===== config.mk =====
export PLATFORM = sky130hd
export DESIGN_NAME = dac_serial_if
export DESIGN_NICKNAME = d
export VERILOG_FILES = /design/src/rtl/dac_serial_if.sv
export SDC_FILE = /design/constraint.sdc
export NUM_CORES = 1
export LEC_CHECK = 0
export BUFFER_PORTS_ARGS = -buffer_cell sky130_fd_sc_hd__buf_2
export CAP_MARGIN = 20
export CORE_ASPECT_RATIO = 1.2
export CORE_MARGIN = 2
export CORE_UTILIZATION = 38
export DETAILED_ROUTE_END_ITERATION = 8
export HOLD_SLACK_MARGIN = 0.03
export PLACE_DENSITY = 0.55
export SLEW_MARGIN = 20
export SYNTH_ARGS = -nofsm -noshare
export SYNTH_HDL_FRONTEND = slang
export SYNTH_SLANG_ARGS = --single-unit
export TNS_END_PERCENT = 50

===== constraint.sdc =====
create_clock -name clk -period 1.9 [get_ports clk]
set_input_delay 0.19 -clock clk [delete_from_list [all_inputs] [get_ports clk]]
set_output_delay 0.19 -clock clk [all_outputs]
set_load 0.05 [all_outputs]

===== src/rtl/dac_serial_if.sv =====
module dac_serial_if #(
  parameter int DW = 8
) (
  input  logic          clk,
  input  logic          rst_n,
  input  logic          cs_n,
  input  logic          sclk,
  input  logic          sdi,
  input  logic          ld_n,
  output logic [DW-1:0] dac_a,
  output logic [DW-1:0] dac_b,
  output logic          pwr_dn
);
  localparam int CW   = 8;
  localparam int FW   = CW + DW;
  localparam int KW   = FW - 3;
  localparam int CNTW = $clog2(FW + 2);

  logic            cs_q, sclk_q, ld_q;
  logic [KW-1:0]   sh;
  logic [CNTW-1:0] cnt;
  logic [DW-1:0]   in_a, in_b;

  wire shift_en  = !cs_n && sclk && !sclk_q;
  wire frame_end = cs_n && !cs_q;
  wire ld_fall   = !ld_n && ld_q;
  wire word_ok   = frame_end && (cnt == CNTW'(FW));

  wire          c2  = sh[KW-1];
  wire          c1  = sh[KW-2];
  wire          c0  = sh[KW-3];
  wire          a1  = sh[KW-4];
  wire          a0  = sh[KW-5];
  wire [DW-1:0] dat = sh[DW-1:0];

  wire [DW-1:0] nxt_a = (word_ok && a0) ? dat : in_a;
  wire [DW-1:0] nxt_b = (word_ok && a1) ? dat : in_b;
  wire          xfer  = ld_fall || (word_ok && c1 && !c0);

  always_ff @(posedge clk or negedge rst_n) begin
    if (!rst_n) begin
      cs_q   <= 1'b1;
      sclk_q <= 1'b0;
      ld_q   <= 1'b1;
      sh     <= '0;
      cnt    <= '0;
      in_a   <= '0;
      in_b   <= '0;
      dac_a  <= '0;
      dac_b  <= '0;
      pwr_dn <= 1'b0;
    end else begin
      cs_q   <= cs_n;
      sclk_q <= sclk;
      ld_q   <= ld_n;
      if (cs_n)
        cnt <= '0;
      else if (shift_en && cnt != CNTW'(FW + 1))
        cnt <= cnt + 1'b1;
      if (shift_en)
        sh <= {sh[KW-2:0], sdi};
      in_a <= nxt_a;
      in_b <= nxt_b;
      if (xfer) begin
        dac_a <= nxt_a;
        dac_b <= nxt_b;
      end
      if (word_ok)
        pwr_dn <= c2;
    end
  end
endmodule



==> impl_metrics.csv <==
group,metric,value,unit
timing,whs,83.2,ps
detailed_routing,vias_per_cell,5.47,
cts,ctsHoldBuffers,3,
setup_path,crit_fanout,16,
detailed_routing,wire_per_inst,16.5,um
synthesis,yosysSeqAreaShare,56.9,%
grt,track_usage,15.6,%
setup_path,start_kind,"flop",
grt,grt_pass1_wl,8630,um
synthesis,ys_seq_elements,54,
detailed_routing,postRouteAntennaNets,0,
timing,totalNegativeSetupSlack,0,ps
synthesis,synth_area_leaders,"dfrtp_1 (55%), mux2_2 (7.1%), a311oi_1 (5.9%)",
synthesis,synth_area_per_cell,12.0,um2
cts,htree_levels,2,
placed_design,dp.cells,296,
detailed_routing,drtIter0Drc,111,
timing,setup_viol,0,
timing,hold_viol,0,
run_status,status,"finished clean",
floorplan,coreArea,6050,um2
cts,numCtsBuffers,5,
floorplan,start_util,39.3,%
detailed_routing,drt_first_pass_iters,4,
finish,fin_cells,307,
timing,clock_skew,15.2,ps
hold_path,hold_path_class,"input port to flop",
cts,cts.path.max_buffers,2,
placed_design,port_buffers,22,
timing,max_slew_margin,60.1,%
placed_design,gp_congestion,0.720,
grt,grt_max_degree,32,
setup_path,setup.worst_path.class,"flop to flop",
timing,fmax,603,MHz
synthesis,yosysWarningCount,0,
detailed_routing,wirelength,5080,um
finish,area_growth,14.1,%
finish,final_common_cell,"dfrtp_1",
cts,cts_root_buffer,"clkbuf_8",
floorplan,die_area,6910,um2
detailed_routing,drc,0,
setup_path,cp-end-kind,"flop",
placed_design,dp_slack,271,ps
cts,post_cts_resized,0,
finish,num_antenna_cells,0,
synthesis,syn_inst,198,
cts,worst_skew_pair.late_latency,320,ps
cts,clkTransAtPathRegs,90,ps
cts,post-cts-setup-buffers,0,
grt,antenna_found_initial,0,
floorplan,die_w,76.2,um
finish,final_cell_mix,"dfrtp_1 (52), buf_2 (22), nand3_1 (17), nand2_1 (17)",
floorplan,ios,23,
finish,fill_cells,624,
floorplan,fp-row-count,31,
setup_path,worstPathRequired,2090,ps
timing,rsz0062_at_grt,"no",
finish,drive_above_1_share,28.9,%
floorplan,die_height,90.7,um
job,maxCapViolCount,0,
timing,fin_crit_sh,87.3,%
detailed_routing,vias,1678,
pwr,power.density,967,nW/um2
timing,slew_violations,0,
cts,cts_tree,"built",
pwr,finalPower,0.00263,W
pwr,p_leak,1.26,nW
placed_design,dp_hpwl,3250,um
setup_path,crit_arrival,1850,ps
grt,gr-total-overflow,0,
synthesis,syn_area,2380,um2
finish,nets,233,
synthesis,synth.largest_area_cell,"dfrtp_1",
synthesis,synth.top_cell.area_share,54.7,%
pwr,ir_worst_vdd,337,uV
timing,tightest_slew,597,ps
synthesis,yosysUniqueCellTypes,33,
grt,grt_pass1_vias,1819,
cts,cts_sinks,54,
timing,setup_slack,241,ps
timing,timing.final.crit_period,1660,ps
synthesis,synthesis.nets,207,
through the flow:
step	area [um2]	util, %
5_1_grt	2720	44.9
6_report	2720	44.9
2_1_floorplan	2380	-
3_5_place_dp	2570	42.5
3_3_place_gp	2570	42.5
4_1_cts	2720	44.9
worst max-delay path: stages (launching register included):
cell	delay, ps
dfrtp_1	440
inv_1	70
ha_1	240
and3b_1	220
buf_4	220
a311oi_1	290
a31oi_1	70
registers in the layout, summed over array words and instances, names as in the netlist:
| register | count |
|---|---|
| ld_q | 1 |
| cs_q | 1 |
| dac_b | 8 |
| cnt | 5 |
| sclk_q | 1 |
| sh | 13 |
| pwr_dn | 1 |
| in_b | 8 |
| in_a | 8 |
| dac_a | 8 |
kinds of logic (layout without fill, tap and decap cells):
kind of cell               after synthesis  count (layout)  synth area share, %
AOI/OAI and AO/OA                       55              55                 15.9
adders and majority gates                3               3                 1.58
buffers and inverters                   19              46                 4.84
DFF                                     54              54                 56.9
muxes                                   16              16                 7.52
and+or+nand+nor                         51              51                 13.3
synth_stat cells:
| master | n |
|---|---|
| nand4_1 | 2 |
| mux2i_1 | 1 |
| a31oi_1 | 16 |
| buf_1 | 1 |
| clkbuf_1 | 4 |
| nand3_2 | 1 |
| and4bb_2 | 1 |
| a31o_2 | 2 |
| a21oi_1 | 3 |
| nand2_1 | 17 |
| dfstp_2 | 2 |
| nor3b_4 | 2 |
| buf_6 | 5 |
| and4b_1 | 1 |
| o21ai_0 | 6 |
| dfrtp_1 | 52 |
| ha_1 | 3 |
| and2_1 | 1 |
| a311oi_1 | 16 |
| nand4bb_1 | 1 |
| and4b_2 | 1 |
| buf_2 | 5 |
| a31o_4 | 1 |
| nand2b_1 | 1 |
| o31ai_1 | 1 |
| inv_1 | 4 |
| o21ai_1 | 10 |
| nand3_1 | 17 |
| mux2_2 | 15 |
| and3b_1 | 1 |
| or3b_4 | 1 |
| nor2b_1 | 2 |
| nand4b_1 | 2 |
area by class of cell:
cell class                 instances  area [um2]  area share, %
sequential                        54        1350           49.8
tap                               82         103           3.78
timing repair buffer              34         220           8.11
multi-input combinational        125         911           33.5
clock inverter                     3        45.0           1.66
inverter                           4        15.0          0.553
clock buffer                       5        68.8           2.53
where the power goes:
| part | switching [W] | internal (W) |
|---|---|---|
| registers | 0.000125 | 0.00128 |
| clock network | 0.000390 | 0.000392 |
| logic | 0.000275 | 0.000162 |
| total | 0.000790 | 0.00184 |
per-layer routing:
| metal | vias to the layer above | wire, um | track usage [%] |
|---|---|---|---|
| met3 | 6 | 128 | 3.10 |
| met4 | 0 | 59 | 7.42 |
| met2 | 27 | 2590 | 25.9 |
| met1 | 847 | 2310 | 19.5 |
| met5 | - | 0 | 0 |
| li1 | 798 | - | - |
worst paths after layout:
path / from / endpoint / slack [ps] / cells past startpoint
worst min register to register: in_b[3] / in_b[3] / 500 / 2
min in group asynchronous: rst_n / sh[6] / 400 / 2
worst max register to register: cnt[0] / dac_a[7] / 240 / 6
worst min-delay path: cs_n / cs_q / 80 / 1
max in group asynchronous: rst_n / cs_q / 870 / 3
worst max-delay path: cnt[0] / dac_a[7] / 240 / 6
No activity file was read; power rests on OpenSTA's default activity.
